--- config.mk ---
export PLATFORM = sky130hd
export DESIGN_NAME = cwi_aligner
export DESIGN_NICKNAME = d
export VERILOG_FILES = /design/src/rtl/cwi_pkg.sv /design/src/rtl/cwi_sync.sv /design/src/rtl/cwi_delay.sv /design/src/rtl/cwi_guard.sv /design/src/rtl/cwi_watch.sv /design/src/rtl/cwi_aligner.sv
export SDC_FILE = /design/constraint.sdc
export NUM_CORES = 1
export LEC_CHECK = 0
export ABC_CLOCK_PERIOD_IN_PS = 5300
export BUFFER_PORTS_ARGS = -buffer_cell sky130_fd_sc_hd__buf_2
export CAP_MARGIN = 0
export CORE_MARGIN = 5
export CORE_UTILIZATION = 60
export CTS_BUF_LIST = sky130_fd_sc_hd__clkbuf_8 sky130_fd_sc_hd__clkbuf_16
export CTS_CLUSTER_DIAMETER = 30
export DETAILED_ROUTE_END_ITERATION = 16
export MAX_ROUTING_LAYER = met4
export PLACE_DENSITY = 0.82
export SLEW_MARGIN = 20
export SYNTH_ARGS = -nofsm -noshare
export SYNTH_HDL_FRONTEND = slang
export SYNTH_SLANG_ARGS = --single-unit
--- constraint.sdc ---
create_clock -name clk -period 5.3 [get_ports clk]
set_clock_uncertainty 0.15 [all_clocks]
set_input_delay 0.53 -clock clk [delete_from_list [all_inputs] [get_ports clk]]
set_output_delay 0.53 -clock clk [all_outputs]
set_load 0.005 [all_outputs]
--- src/rtl/cwi_pkg.sv ---
package cwi_pkg;

  // Counter step that stops at a limit
  function automatic int unsigned sat_inc(int unsigned v, int unsigned lim);
    return (v >= lim) ? lim : v + 1;
  endfunction

  // Period value reported at an index event, from the gap counter
  function automatic int unsigned period_of(int unsigned gap, int unsigned lim);
    return (gap >= lim) ? lim : gap + 1;
  endfunction

  // Clocks from first sensor sample to the delayed pulse
  function automatic int unsigned pulse_latency(int unsigned dly);
    return dly + 4;
  endfunction

endpackage

--- src/rtl/cwi_sync.sv ---
module cwi_sync (
  input  logic clk,
  input  logic rst_n,
  input  logic async_i,
  output logic rise_o
);
  logic [2:0] stg_q;

  always_ff @(posedge clk) begin
    if (!rst_n) stg_q <= 3'b000;
    else        stg_q <= {stg_q[1:0], async_i};
  end

  // stg_q[1] is the second synchronizer flop, stg_q[2] its delayed copy
  assign rise_o = stg_q[1] & ~stg_q[2];
endmodule

--- src/rtl/cwi_delay.sv ---
module cwi_delay #(
  parameter int DLY_W = 16
) (
  input  logic             clk,
  input  logic             rst_n,
  input  logic             rise_i,
  input  logic [DLY_W-1:0] cfg_i,
  output logic             fire_o,
  output logic             pulse_o
);
  logic [DLY_W-1:0] cnt_q;
  logic             pend_q;
  logic             pulse_q;

  // an arriving index has priority and drops the expiring pulse
  assign fire_o  = pend_q && (cnt_q == '0) && !rise_i;
  assign pulse_o = pulse_q;

  always_ff @(posedge clk) begin
    if (!rst_n) begin
      cnt_q   <= '0;
      pend_q  <= 1'b0;
      pulse_q <= 1'b0;
    end else begin
      pulse_q <= fire_o;
      if (rise_i) begin
        cnt_q  <= cfg_i;
        pend_q <= 1'b1;
      end else if (pend_q) begin
        if (cnt_q == '0) pend_q <= 1'b0;
        else             cnt_q  <= cnt_q - 1'b1;
      end
    end
  end

  assert_restart_drop_R4: assert property (@(posedge clk) disable iff (!rst_n)
    rise_i |=> !pulse_q);

  assert_cfg_ignored_R5: assert property (@(posedge clk) disable iff (!rst_n)
    (pend_q && !rise_i && cnt_q != '0) |=> (pend_q && cnt_q == $past(cnt_q) - 1'b1));

  assert_single_pulse_R2: assert property (@(posedge clk) disable iff (!rst_n)
    pulse_q |-> !pend_q);
endmodule

--- src/rtl/cwi_guard.sv ---
module cwi_guard #(
  parameter int GUARD_CYC = 11000
) (
  input  logic clk,
  input  logic rst_n,
  input  logic fire_i,
  output logic hold_o,
  output logic go_o
);
  localparam int GW = (GUARD_CYC < 2) ? 1 : $clog2(GUARD_CYC);

  logic [GW-1:0] gcnt_q;
  logic          hold_q;
  logic          go_q;

  always_ff @(posedge clk) begin
    if (!rst_n) begin
      gcnt_q <= '0;
      hold_q <= 1'b0;
      go_q   <= 1'b0;
    end else begin
      go_q <= 1'b0;
      if (fire_i) begin
        hold_q <= 1'b1;
        gcnt_q <= GW'(GUARD_CYC - 1);
      end else if (hold_q) begin
        if (gcnt_q == '0) begin
          hold_q <= 1'b0;
          go_q   <= 1'b1;
        end else begin
          gcnt_q <= gcnt_q - 1'b1;
        end
      end
    end
  end

  assign hold_o = hold_q;
  assign go_o   = go_q;

  assert_hold_start_R6: assert property (@(posedge clk) disable iff (!rst_n)
    fire_i |=> hold_q);

  assert_go_after_hold_R7: assert property (@(posedge clk) disable iff (!rst_n)
    go_q |-> $past(hold_q));
endmodule

--- src/rtl/cwi_watch.sv ---
module cwi_watch #(
  parameter int PER_W       = 20,
  parameter int FAULT_LIMIT = 833334
) (
  input  logic             clk,
  input  logic             rst_n,
  input  logic             rise_i,
  output logic [PER_W-1:0] period_o,
  output logic             fault_o
);
  import cwi_pkg::*;

  logic [PER_W-1:0] gap_q;
  logic [PER_W-1:0] per_q;

  always_ff @(posedge clk) begin
    if (!rst_n) begin
      gap_q <= '0;
      per_q <= '0;
    end else if (rise_i) begin
      gap_q <= '0;
      per_q <= PER_W'(period_of(32'(gap_q), FAULT_LIMIT));
    end else begin
      gap_q <= PER_W'(sat_inc(32'(gap_q), FAULT_LIMIT));
    end
  end

  assign period_o = per_q;
  assign fault_o  = (gap_q == PER_W'(FAULT_LIMIT));

  assert_fault_clear_R9: assert property (@(posedge clk) disable iff (!rst_n)
    rise_i |=> !fault_o);

  assert_period_set_R8: assert property (@(posedge clk) disable iff (!rst_n)
    rise_i |=> (per_q != '0));
endmodule

--- src/rtl/cwi_aligner.sv ---
module cwi_aligner #(
  parameter int DLY_W       = 16,
  parameter int GUARD_CYC   = 11000,
  parameter int PER_W       = 20,
  parameter int FAULT_LIMIT = 833334
) (
  input  logic             clk,
  input  logic             rst_n,
  input  logic             sensor_raw,
  input  logic [DLY_W-1:0] dly_cfg,
  output logic             idx_dly,
  output logic             data_hold,
  output logic             data_go,
  output logic [PER_W-1:0] period_cyc,
  output logic             wheel_fault
);
  // internal events, named for the assertions
  logic idx_rise;
  logic dly_fire;

  cwi_sync u_sync (
    .clk     (clk),
    .rst_n   (rst_n),
    .async_i (sensor_raw),
    .rise_o  (idx_rise)
  );

  cwi_delay #(.DLY_W(DLY_W)) u_delay (
    .clk     (clk),
    .rst_n   (rst_n),
    .rise_i  (idx_rise),
    .cfg_i   (dly_cfg),
    .fire_o  (dly_fire),
    .pulse_o (idx_dly)
  );

  cwi_guard #(.GUARD_CYC(GUARD_CYC)) u_guard (
    .clk    (clk),
    .rst_n  (rst_n),
    .fire_i (dly_fire),
    .hold_o (data_hold),
    .go_o   (data_go)
  );

  cwi_watch #(.PER_W(PER_W), .FAULT_LIMIT(FAULT_LIMIT)) u_watch (
    .clk      (clk),
    .rst_n    (rst_n),
    .rise_i   (idx_rise),
    .period_o (period_cyc),
    .fault_o  (wheel_fault)
  );

  assert_one_event_R1: assert property (@(posedge clk) disable iff (!rst_n)
    idx_rise |=> !idx_dly);

  assert_hold_with_pulse_R6: assert property (@(posedge clk) disable iff (!rst_n)
    idx_dly |-> data_hold);
endmodule

# ---- Word-level counts from Yosys, hierarchy flattened
# Index checks and enable logic that the tools add are counted.
# Widths: inputs -> output; s select.
dict set report word_totals {
  reg_bits 77
  latchBits 0
  ram_bits 0
  out_inout_bits 24
  rom_bits 0
  n_memories 0
  wordCells 49
  inputBits 19
}
dict set report classes {
  add_sub_neg 3
  n_mul 0
  n_reduce_logical 13
  magnitude_cmp 1
  mux 14
  n_shift 0
  div 0
  bitwise 5
  n_eq_ne 3
}
# operator count
set ops {}
lappend ops {{$mux 16} 3}
lappend ops {{$mux 14} 3}
lappend ops {{$add 20x1->20 const B} 1}
lappend ops {{$eq 20x20->1 const B} 1}
lappend ops {{$ge 20x20->1 const B} 1}
lappend ops {{$mux 20} 1}
lappend ops {{$logic_not 16->1} 1}
lappend ops {{$sub 16x1->16 const B} 1}
lappend ops {{$logic_not 14->1} 1}
lappend ops {{$sub 14x1->14 const B} 1}
lappend ops {{$mux 1} 7}
lappend ops {{$reduce_and 2->1} 3}
lappend ops {{$not 1->1} 4}
lappend ops {{$reduce_bool 2->1} 2}
lappend ops {{$reduce_or 2->1} 2}
lappend ops {{$reduce_or 3->1} 1}
lappend ops {{$logic_and 1x1->1} 2}
lappend ops {{$ne 2x1->1 const B} 1}
lappend ops {{$ne 2x2->1 const B} 1}
lappend ops {{$and 1x1->1} 1}
lappend ops {{$logic_not 1->1} 1}

# ---- Logic depth before layout (Yosys ltp)
# Gate-level depths: netlist of run 1.
dict set report depth {
  ltp_word 6
  ltp_mapped 8
  ltp_nobuf 7
}

# ---- Cells and area by module
# Synthesis of run 1 repeated with hierarchy kept, for this count alone.
dict set report hier_totals {
  cells_unflattened 408
  hier_area_um2 3688.5
}
# mod cells_each n_inst seq_area_each_um2 area_per_inst_um2
set modules_own_cells {}
lappend modules_own_cells {cwi_watch 185 1 800.8 1761.7}
lappend modules_own_cells {cwi_delay 126 1 360.3 1042.2}
lappend modules_own_cells {cwi_guard 90 1 320.3 792.0}
lappend modules_own_cells {cwi_sync 7 1 60.1 92.6}

# ---- Worst setup path before layout of run 1
# Ideal clock, no wire load.
dict set report synth_path {
  kind {reg2reg}
  from {register u_delay.cnt_q[0]}
  to {register u_delay.cnt_q[10]}
  path_stages_with_launch 8
  path_buffers 0
  setup_slack_ps 3215
  arrival_ps 1849
  t_required_ps 5064
  setup_ps 86
  period_less_slack_ps 2085
  cell_sequence {dfxtp_1 inv_1 ha_1 nor3b_1 nand2_1 or3_1 mux2i_1 a211oi_1}
}
dict set report synth_via {
  elab_chain_len 4
  elab_cells_between_ends 7
  cone_classes {add/sub: 1; eq/ne: 1; mux: 3; reduce/logical: 2}
}
# item line_no
set synth_rtl {}
lappend synth_rtl {{from (decl)} cwi_delay.sv:11} ;# logic [DLY_W-1:0] cnt_q;
lappend synth_rtl {{from (signal assigned)} cwi_delay.sv:27} ;# cnt_q <= cfg_i;
lappend synth_rtl {{from (signal assigned)} cwi_delay.sv:31} ;# else cnt_q <= cnt_q - 1'b1;
lappend synth_rtl {{$sub 16x1->16} cwi_delay.sv:31}
lappend synth_rtl {{$mux 16} cwi_delay.sv:30} ;# if (cnt_q == '0) pend_q <= 1'b0;
lappend synth_rtl {{$mux 16} cwi_delay.sv:29} ;# end else if (pend_q) begin
lappend synth_rtl {{$mux 16} cwi_delay.sv:26} ;# if (rise_i) begin
# Several ways; a longest one is shown, not always the timed one. The select of a mux whose other input is x is not followed.
# A chain may end at the register's enable or synchronous reset.

# ---- Worst setup path after layout of run 1
dict set report layout_path {
  from {register u_delay.cnt_q[0]}
  to {register u_delay.cnt_q[2]}
}
# Same word-level chain as after synthesis.

==> results of run 1 <==
metal layers:
metal / wire, µm / vias to the layer above / track usage [%]
met5: 0 / - / -
met2: 3714 / 75 / 36.99
met3: 382 / 13 / 5.866
met4: 122 / 0 / 8.229
met1: 3461 / 1442 / 26.13
li1: - / 1563 / -
state kept, by name, summed over array words and instances, names as in the netlist:
| register | count |
|---|---|
| u_guard.gcnt_q | 14 |
| u_delay.pulse_o | 1 |
| u_watch.period_o | 20 |
| u_guard.hold_o | 1 |
| u_watch.gap_q | 20 |
| u_guard.go_o | 1 |
| u_delay.cnt_q | 16 |
| u_delay.pend_q | 1 |
| u_sync.stg_q | 3 |
cell families (layout without fill, tap and decap cells):
logic type / Yosys count / in the layout / share of synthesized area, %
buffers and inverters: 30 / 71 / 3.802
DFF: 77 / 77 / 42.97
adders and majority gates: 4 / 4 / 1.395
and+or+nand+nor: 147 / 147 / 23.72
AOI/OAI and AO/OA: 108 / 108 / 19.18
muxes: 4 / 4 / 1.116
xor gates and xnor gates: 32 / 32 / 7.813
area by class of cell:
| cell class | count | area, µm² | share of cell area, % |
|---|---|---|---|
| multi-input cells | 295 | 1912 | 47.26 |
| flip-flops and latches | 77 | 1541 | 38.11 |
| repair buffers | 44 | 225.2 | 5.568 |
| clock buffers | 10 | 137.6 | 3.402 |
| clock inverters | 6 | 93.84 | 2.320 |
| well taps | 75 | 93.84 | 2.320 |
| inverters | 11 | 41.29 | 1.021 |
final timing paths:
kind                            to        startpoint  slack, ps  cells past startpoint
hold / removal     u_sync.stg_q[0]        sensor_raw        240                      2
setup reg to reg  u_delay.cnt_q[2]  u_delay.cnt_q[0]       2850                      7
setup / recovery  u_delay.cnt_q[2]  u_delay.cnt_q[0]       2850                      7
hold reg to reg    u_sync.stg_q[1]   u_sync.stg_q[0]        290                      1
stage by stage:
stage | power, mW | area [µm²] | utilization [%] | cells | worst slack, ps
finish | 1.271 | 4045 | 69.14 | 518 | 2851
global route | 1.327 | 4045 | 69.14 | 518 | 2620
CTS | 1.277 | 4045 | 69.14 | 518 | 2861
detailed placement | 0.7823 | 3814 | 65.18 | 502 | 2927
global placement | 0.7797 | 3814 | 65.18 | 502 | 2986
floorplan | 0.7432 | 3587 | - | 402 | 3215
cell usage in the layout, fill, tap and decap left out, types with 2 or more instances in the layout:
master	count
nand3_1	12
nor3b_1	5
o41ai_1	2
o211ai_1	2
ha_1	4
a31oi_1	15
mux2i_1	4
buf_4	2
dfxtp_1	77
nor4_1	5
o31a_1	2
or3_1	8
bufinv_16	2
or4_1	2
or4_4	3
clkbuf_8	10
a21oi_1	29
nand2_1	22
nor3_1	16
a32oi_1	3
o21ai_1	2
o31ai_1	2
and4_1	3
a21o_1	2
and2_1	4
o21ai_0	25
inv_1	11
nor2_1	37
clkinv_4	2
xor2_1	14
xnor2_1	18
a211oi_1	12
buf_2	42
nand4_1	12
nand4b_1	4
power by group through the flow:
stage / clock network (mW) / registers [mW] / logic (mW)
5_1_grt: 0.535 / 0.626 / 0.167
3_3_place_gp: 0 / 0.634 / 0.146
2_1_floorplan: 0 / 0.631 / 0.112
4_1_cts: 0.507 / 0.622 / 0.148
6_report: 0.499 / 0.623 / 0.149
3_5_place_dp: 0 / 0.635 / 0.147
==> results.cfg, run 1 <==
[power]
p_sw_share_pct = 26.07
vdd_ir_drop_max_mv = 0.2128
combinationalPowerShare_pct = 11.8
leakagePower_nw = 1.530
clockPowerShare_pct = 39.2
seq_power_share_pct = 49.0
internal_power_uw = 939.4
power_density_nw_per_um2 = 314.1
switchingPower_uw = 331.2

[die]
die_y_um = 87.32
core_um2 = 5851
row_count = 28
initial_utilization_pct = 61.31
die_area_um2 = 7625
dieWidth_um = 87.32
io_pins = 43

[route]
drtIter0Drc = 222
wl_per_cell_um = 14.83
final_antenna_net_count = 0
viasPerCell = 5.971
routed-via-count = 3093
routed_wl_um = 7680
drc = 0
drtPass1Iterations = 4

[critical_path]
critPathSlowestCell = o311ai_0
crit_family = simple AND/OR/NAND/NOR gates
path_cells = inv_1, ha_1, nor3b_1, nand2_1, o311ai_0, xor2_1, a21oi_1
setup.worst_path.end_class = register
cpPeakStageDelay_ps = 500
critPathMaxFanout = 7
cp_num_buf_inv = 1
worstSetupPathType = reg -> reg
worst_setup_path_start_kind = register
cp.required_ps = 5370
worstPathArrival_ps = 2520

[global_routing]
grt_pass1_vias = 3046
grt.overflow.total = 0
grt_usage_pct = 22.40
grt_pass1_wl_um = 13430
grt_max_degree = 42
antenna_found_initial = 0

[yosys]
synth_most_common_cell = dfxtp_1
synthArstFlopShare_pct = 0
synthDominantCellAreaShare_pct = 42.97
ys_types = 58
synth-edff-count = 0
syn-num-nets = 425
syn_area_um2 = 3587
synth_area_leader_cell = dfxtp_1
ys_ff_latch = 77
ys_top_cells_by_count = dfxtp_1 (77), nor2_1 (37), a21oi_1 (29)
synthTopCellsByArea = dfxtp_1 (43%), xnor2_1 (4.4%), a21oi_1 (4.0%), nor2_1 (3.9%), o21ai_0 (3.5%)
syn_avg_cell_area_um2 = 8.923
synth_flop_cell = dfxtp_1
yosysWarnings = 0
synthCells = 402
yosysSeqAreaShare_pct = 42.97

[clocking]
clk_latency_ps = 360
clkTransAtPathRegs_ps = 80
cts_setup_buffers = 0
cts_made_buffers = 9
htree_levels = 3
clockBufferDepth = 2
cts_sinks = 77
clockRootBuffer = clkbuf_8
hold_buffers = 0
cts_resized = 0
cts_tree = built

[timing]
period_needed_ps = 2449
min_period_over_period_pct = 46.20
relSlewSlack_pct = 48.32
hold_viol = 0
drv_slew = 0
setup_viol = 0
fin_tns_setup_ps = 0
rsz0062_at_grt = no
holdWs_ps = 242.3
tightest_slew_ps = 774.4
fmax_mhz = 408.4

[run]
max-cap-violations = 0

[run_status]
status = complete, no violations

[placed_design]
gp_congestion = 0.8782
port_buffers = 42
dp_hpwl_um = 5457

[finish]
n_antenna_cell = 0
fillerInstances = 477
area_delta_synth_final_pct = 12.77
drive_gt1_share_pct = 16.93
nNetsFinal = 461

[hold_path]
min_path_type = in -> reg
(Power assumes the default switching activity.)
==> run 2: changes to the inputs <==
--- a/config.mk
+++ b/config.mk
@@ -5,16 +5,16 @@
 export SDC_FILE = /design/constraint.sdc
 export NUM_CORES = 1
 export LEC_CHECK = 0
-export ABC_CLOCK_PERIOD_IN_PS = 5300
+export ABC_CLOCK_PERIOD_IN_PS = 2070
 export BUFFER_PORTS_ARGS = -buffer_cell sky130_fd_sc_hd__buf_2
 export CAP_MARGIN = 0
 export CORE_MARGIN = 5
-export CORE_UTILIZATION = 60
+export CORE_UTILIZATION = 52
 export CTS_BUF_LIST = sky130_fd_sc_hd__clkbuf_8 sky130_fd_sc_hd__clkbuf_16
 export CTS_CLUSTER_DIAMETER = 30
 export DETAILED_ROUTE_END_ITERATION = 16
 export MAX_ROUTING_LAYER = met4
-export PLACE_DENSITY = 0.82
+export PLACE_DENSITY = 0.75
 export SLEW_MARGIN = 20
 export SYNTH_ARGS = -nofsm -noshare
 export SYNTH_HDL_FRONTEND = slang
==> constraint.sdc (replaced) <==
create_clock -name clk -period 2.07 [get_ports clk]
set_clock_uncertainty 0.15 [all_clocks]
set_input_delay 0.207 -clock clk [delete_from_list [all_inputs] [get_ports clk]]
set_output_delay 0.207 -clock clk [all_outputs]
set_load 0.005 [all_outputs]
==> results.cfg, run 2 (same netlist as run 1, synthesis figures left out) <==
[run_status]
status = complete, no violations

[clocking]
cts_made_buffers = 9
clk_latency_ps = 350
clockBufferDepth = 2
clockRootBuffer = clkbuf_8
cts_tree = built
cts_sinks = 77
clkTransAtPathRegs_ps = 80
htree_levels = 3

[die]
io_pins = 43
dieWidth_um = 93.06
die_y_um = 93.06
initial_utilization_pct = 53.09
die_area_um2 = 8659
core_um2 = 6756
row_count = 30

[hold_path]
hold_end = u_delay.cnt_q[4]
min_path_type = in -> reg
min_path_cells = 3
min_from = dly_cfg[4]

[power]
vdd_ir_drop_max_mv = 0.4136
total_power_mw = 3.278
clockPowerShare_pct = 34.9
seq_power_share_pct = 48.5
power_density_nw_per_um2 = 724.5
internal_power_mw = 2.374
switchingPower_uw = 904.2
leakagePower_nw = 1.766
p_sw_share_pct = 27.58
combinationalPowerShare_pct = 16.6

[global_routing]
grt.overflow.total = 0
grt_pass1_wl_um = 14480
grt_max_degree = 24
grt_pass1_vias = 3235
antenna_found_initial = 0
grt_usage_pct = 21.13

[route]
drtIter0Drc = 161
final_antenna_net_count = 0
routed-via-count = 3376
routed_wl_um = 8837
viasPerCell = 5.902
drtPass1Iterations = 5
wl_per_cell_um = 15.45
drc = 0

[finish]
nNetsFinal = 510
n_antenna_cell = 0
fin_area_um2 = 4524
final_cell_mix = dfxtp_1 (70), buf_2 (42), buf_4 (38), nor2_1 (36), a21oi_1 (28)
layout_commonest_cell = dfxtp_1
area_delta_synth_final_pct = 26.12
drive_gt1_share_pct = 26.63
layout.cells.non_filler = 572

[critical_path]
r2r-end = u_guard.gcnt_q[2]
worstSetupPathType = reg -> reg
crit_family = simple AND/OR/NAND/NOR gates
cpPeakStageDelay_ps = 600
setup.worst_path.end_class = register
cp_num_buf_inv = 1
path_cells = or4_1, nor2_2, nor4b_4, buf_4, a211oi_1, nor2_1
critPathMaxFanout = 5
worst_setup_path_start_kind = register
reg2reg_slack_ps = 50
worst_r2r_path_depth = 6
cp.required_ps = 2210
critPathSlowestCell = or4_1
worstPathArrival_ps = 2160
reg2reg_from = u_delay.cnt_q[9]

[placed_design]
port_buffers = 42
gp_congestion = 0.9114
dp_hpwl_um = 6062
placed_area_um2 = 4088
dp_cells = 542

[timing]
min_period_over_period_pct = 97.36
fmax_mhz = 496.2
period_needed_ps = 2015
drv_slew = 0
tightest_slew_ps = 450.4
relSlewSlack_pct = 69.86
hold_viol = 0
setup_viol = 0
rsz0062_at_grt = yes

[run]
max-cap-violations = 0
run 2: cell count changes in the layout (fill, tap and decap cells not counted), sizes merged:
cell / delta
buf: +36
dlygate4sd3: +13
bufinv: -1
clkinv: -1
clkinvlp: +1
inv: +1
run 2: power by group through the flow:
stage / registers, mW / clock network [mW] / logic (mW)
floorplan: 1.62 / 0 / 0.289
global placement: 1.62 / 0 / 0.461
detailed placement: 1.62 / 0 / 0.471
CTS: 1.59 / 1.17 / 0.498
global route: 1.60 / 1.23 / 0.594
finish: 1.59 / 1.14 / 0.544
run 2: worst register-to-register path, delay by kind of cell, from the launching register on:
kind / cells / cell delay, ps
AOI/OAI and AO/OA: 1 / 40
buffers and inverters: 1 / 180
DFF: 1 / 370
and+or+nand+nor: 4 / 1210
run 2: what timing repair did:
item | in CTS | in global routing
endpoints found under the setup margin | 1 | 55
resized for setup | 1 | 26
endpoints found under the hold margin | 13 | 0
setup buffers | 0 | 1
hold buffers | 13 | 0
pin swaps | 0 | 6
run 2: layer usage:
metal / GRT usage, % / wire (µm) / vias to the layer above
li1: - / - / 1651
met1: 24.02 / 3738 / 1609
met2: 37.01 / 4561 / 105
met3: 4.907 / 451 / 11
met4: 6.471 / 85 / 0
met5: - / 0 / -
run 2: worst max path at each step:
| stage | to | cells past startpoint | slack, ps | startpoint |
|---|---|---|---|---|
| floorplan | u_guard.gcnt_q[2] | 5 | 80 | u_guard.gcnt_q[4] |
| global placement | u_guard.gcnt_q[6] | 5 | 70 | u_guard.gcnt_q[5] |
| detailed placement | u_guard.gcnt_q[6] | 5 | 10 | u_guard.gcnt_q[5] |
| CTS | u_watch.period_o[16] | 5 | 6 | u_watch.gap_q[5] |
| global route | u_guard.gcnt_q[2] | 6 | -30 | u_guard.gcnt_q[5] |
| finish | u_guard.gcnt_q[2] | 6 | 50 | u_delay.cnt_q[9] |
run 2: metrics by stage:
stage,TNS [ps],utilization [%],setup slack [ps],hold WS [ps]
2_1_floorplan,0,-,81.85,184.3
3_3_place_gp,0,60.50,70.06,266.6
3_5_place_dp,0,60.50,9.720,270.3
4_1_cts,0,65.56,5.717,7.714
5_1_grt,-74.74,66.96,-29.32,12.02
6_report,0,66.96,54.64,14.75
run 2: area by class of cell:
cell class                      instances  area, µm²
Tap cell                               80      100.1
Sequential cell                        77       1550
Timing Repair Buffer                   93      625.6
Multi-Input combinational cell        295       2007
Fill cell                             576       2232
Clock inverter                          6      62.56
Inverter                               11      41.29
Clock buffer                           10      137.6
==> run 3: changes to the inputs <==
--- a/config.mk
+++ b/config.mk
@@ -8,14 +8,15 @@
 export ABC_CLOCK_PERIOD_IN_PS = 2070
 export BUFFER_PORTS_ARGS = -buffer_cell sky130_fd_sc_hd__buf_2
 export CAP_MARGIN = 0
-export CORE_MARGIN = 5
+export CORE_ASPECT_RATIO = 1.4
+export CORE_MARGIN = 4
 export CORE_UTILIZATION = 52
 export CTS_BUF_LIST = sky130_fd_sc_hd__clkbuf_8 sky130_fd_sc_hd__clkbuf_16
 export CTS_CLUSTER_DIAMETER = 30
 export DETAILED_ROUTE_END_ITERATION = 16
 export MAX_ROUTING_LAYER = met4
 export PLACE_DENSITY = 0.75
-export SLEW_MARGIN = 20
+export SLEW_MARGIN = 40
 export SYNTH_ARGS = -nofsm -noshare
 export SYNTH_HDL_FRONTEND = slang
 export SYNTH_SLANG_ARGS = --single-unit
==> results.cfg, run 3 (same netlist as run 1, synthesis figures left out) <==
[timing]
fmax_mhz = 496.0
min_period_over_period_pct = 97.39
fin_tns_setup_ps = 0
setup_viol = 0
relSlewSlack_pct = 69.09
hold_viol = 1
tightest_slew_ps = 462.0
drv_slew = 0
holdWs_ps = -0.3144
period_needed_ps = 2016

[die]
die_area_um2 = 8310
dieWidth_um = 78.20
core_um2 = 6656
io_pins = 43
row_count = 35
die_y_um = 106.3
initial_utilization_pct = 53.89

[finish]
n_antenna_cell = 0
layout_commonest_cell = dfxtp_1
fin_area_um2 = 4548
nNetsFinal = 511
fillerInstances = 550
area_delta_synth_final_pct = 26.79
layout.cells.non_filler = 584
final_cell_mix = dfxtp_1 (71), buf_4 (44), buf_2 (42), nor2_1 (37), a21oi_1 (28)
drive_gt1_share_pct = 28.25
utilization_pct = 68.33

[critical_path]
cpPeakStageDelay_ps = 410
crit_top_cell = a21oi_1
worstSetupPathType = reg -> reg
worstPathArrival_ps = 2110
critPathSlowestCell = or3b_1
worst_r2r_path_depth = 5
critPathMaxFanout = 5
reg2reg_from = u_delay.cnt_q[7]
setup.worst_path.end_class = register
cp.required_ps = 2160
worst_setup_path_start_kind = register
crit_family = simple AND/OR/NAND/NOR gates
reg2reg_slack_ps = 50
path_cells = or3b_1, or3_1, o31a_1, a21oi_1, a21oi_1
r2r-end = u_delay.cnt_q[15]
cp_num_buf_inv = 0

[clocking]
clockBufferDepth = 2
cts_made_buffers = 9
cts_sinks = 77
clockRootBuffer = clkbuf_8
clkTransAtPathRegs_ps = 80
htree_levels = 3
clk_latency_ps = 350
cts_tree = built

[global_routing]
grt_util_met1_pct = 24.55
busiest_layer = met2
use_met3_pct = 3.983
use_met2_pct = 40.20
grt_max_degree = 26
grt_pass1_wl_um = 14760
grt_pass1_vias = 3272
grt.overflow.total = 0
antenna_found_initial = 0
grt_usage_pct = 22.55

[power]
internal_power_mw = 2.410
total_power_mw = 3.302
seq_power_share_pct = 48.1
combinationalPowerShare_pct = 16.9
clockPowerShare_pct = 35.0
switchingPower_uw = 892.1
p_sw_share_pct = 27.02
power_density_nw_per_um2 = 726.1
vdd_ir_drop_max_mv = 0.5852
leakagePower_nw = 1.805

[run_status]
violations = hold timing
status = complete, but fails checks

[route]
viasPerCell = 5.656
wl_per_cell_um = 14.96
routed-via-count = 3303
drtIter0Drc = 129
drc = 0
final_antenna_net_count = 0
drtPass1Iterations = 5
routed_wl_um = 8739

[run]
max-cap-violations = 0

[placed_design]
port_buffers = 42
dp_hpwl_um = 6160
placed_area_um2 = 4140
gp_congestion = 0.8892
dp_cells = 559

[hold_path]
min_from = dly_cfg[2]
min_path_cells = 3
min_path_type = in -> reg
hold_end = u_delay.cnt_q[2]
==> run 3: cell types whose count changed in the layout (fill, tap and decap cells not counted), sizes merged <==
cell,before,now
buf,80,86
clkinv,1,2
clkbuf,10,11
inv,13,11
dlygate4sd3,13,8
clkinvlp,2,1
==> run 3: worst min-delay path, stage by stage <==
cell	delay, ps
buf_2	70
o21ai_0	70
a21oi_1	110
==> run 3: what timing repair did <==
item / 4_1_cts / 5_1_grt
buffers inserted: 0 / 2
hold buffers: 8 / 0
endpoints found under the hold margin: 8 / 0
endpoints found under the setup margin: 8 / 43
pin swaps: 0 / 5
gates resized for setup: 4 / 26
==> run 3: worst max-delay path by stage <==
stage / from / endpoint / cells past startpoint
floorplan: u_guard.gcnt_q[4] / u_guard.gcnt_q[2] / 5
global placement: u_watch.gap_q[12] / u_watch.period_o[16] / 5
detailed placement: u_watch.gap_q[12] / u_watch.period_o[17] / 5
CTS: u_watch.gap_q[13] / wheel_fault / 4
global route: u_delay.cnt_q[7] / u_delay.cnt_q[15] / 5
finish: u_delay.cnt_q[7] / u_delay.cnt_q[15] / 5
==> run 3: power by group through the flow <==
stage / Clock [mW] / Combinational, mW / Sequential, mW
floorplan: 0 / 0.289 / 1.62
global placement: 0 / 0.478 / 1.62
detailed placement: 0 / 0.486 / 1.62
CTS: 1.17 / 0.505 / 1.58
global route: 1.24 / 0.611 / 1.60
finish: 1.16 / 0.558 / 1.59
==> run 3: metal layers <==
metal  vias up  part of all wire, %
met3        17                  3.1
met5         -                    0
met1      1567                   41
li1       1657                    -
met2        62                   54
met4         0                  1.9
==> run 3: layout make-up <==
cell class	instances	area [µm²]	area share, %
clock buffer	11	151.4	3.329
tap	92	115.1	2.531
inverter	11	41.29	0.9078
multi-input combinational	295	2021	44.43
clock inverter	4	47.55	1.045
sequential	77	1551	34.11
timing repair buffer	94	620.6	13.65
==> run 3: through the flow <==
stage	worst slack, ps	hold WS [ps]
2_1_floorplan	81.85	184.3
3_3_place_gp	54.79	276.0
3_5_place_dp	-10.36	273.6
4_1_cts	-4.575	0.9397
5_1_grt	-10.06	24.60
6_report	54.00	-0.3144
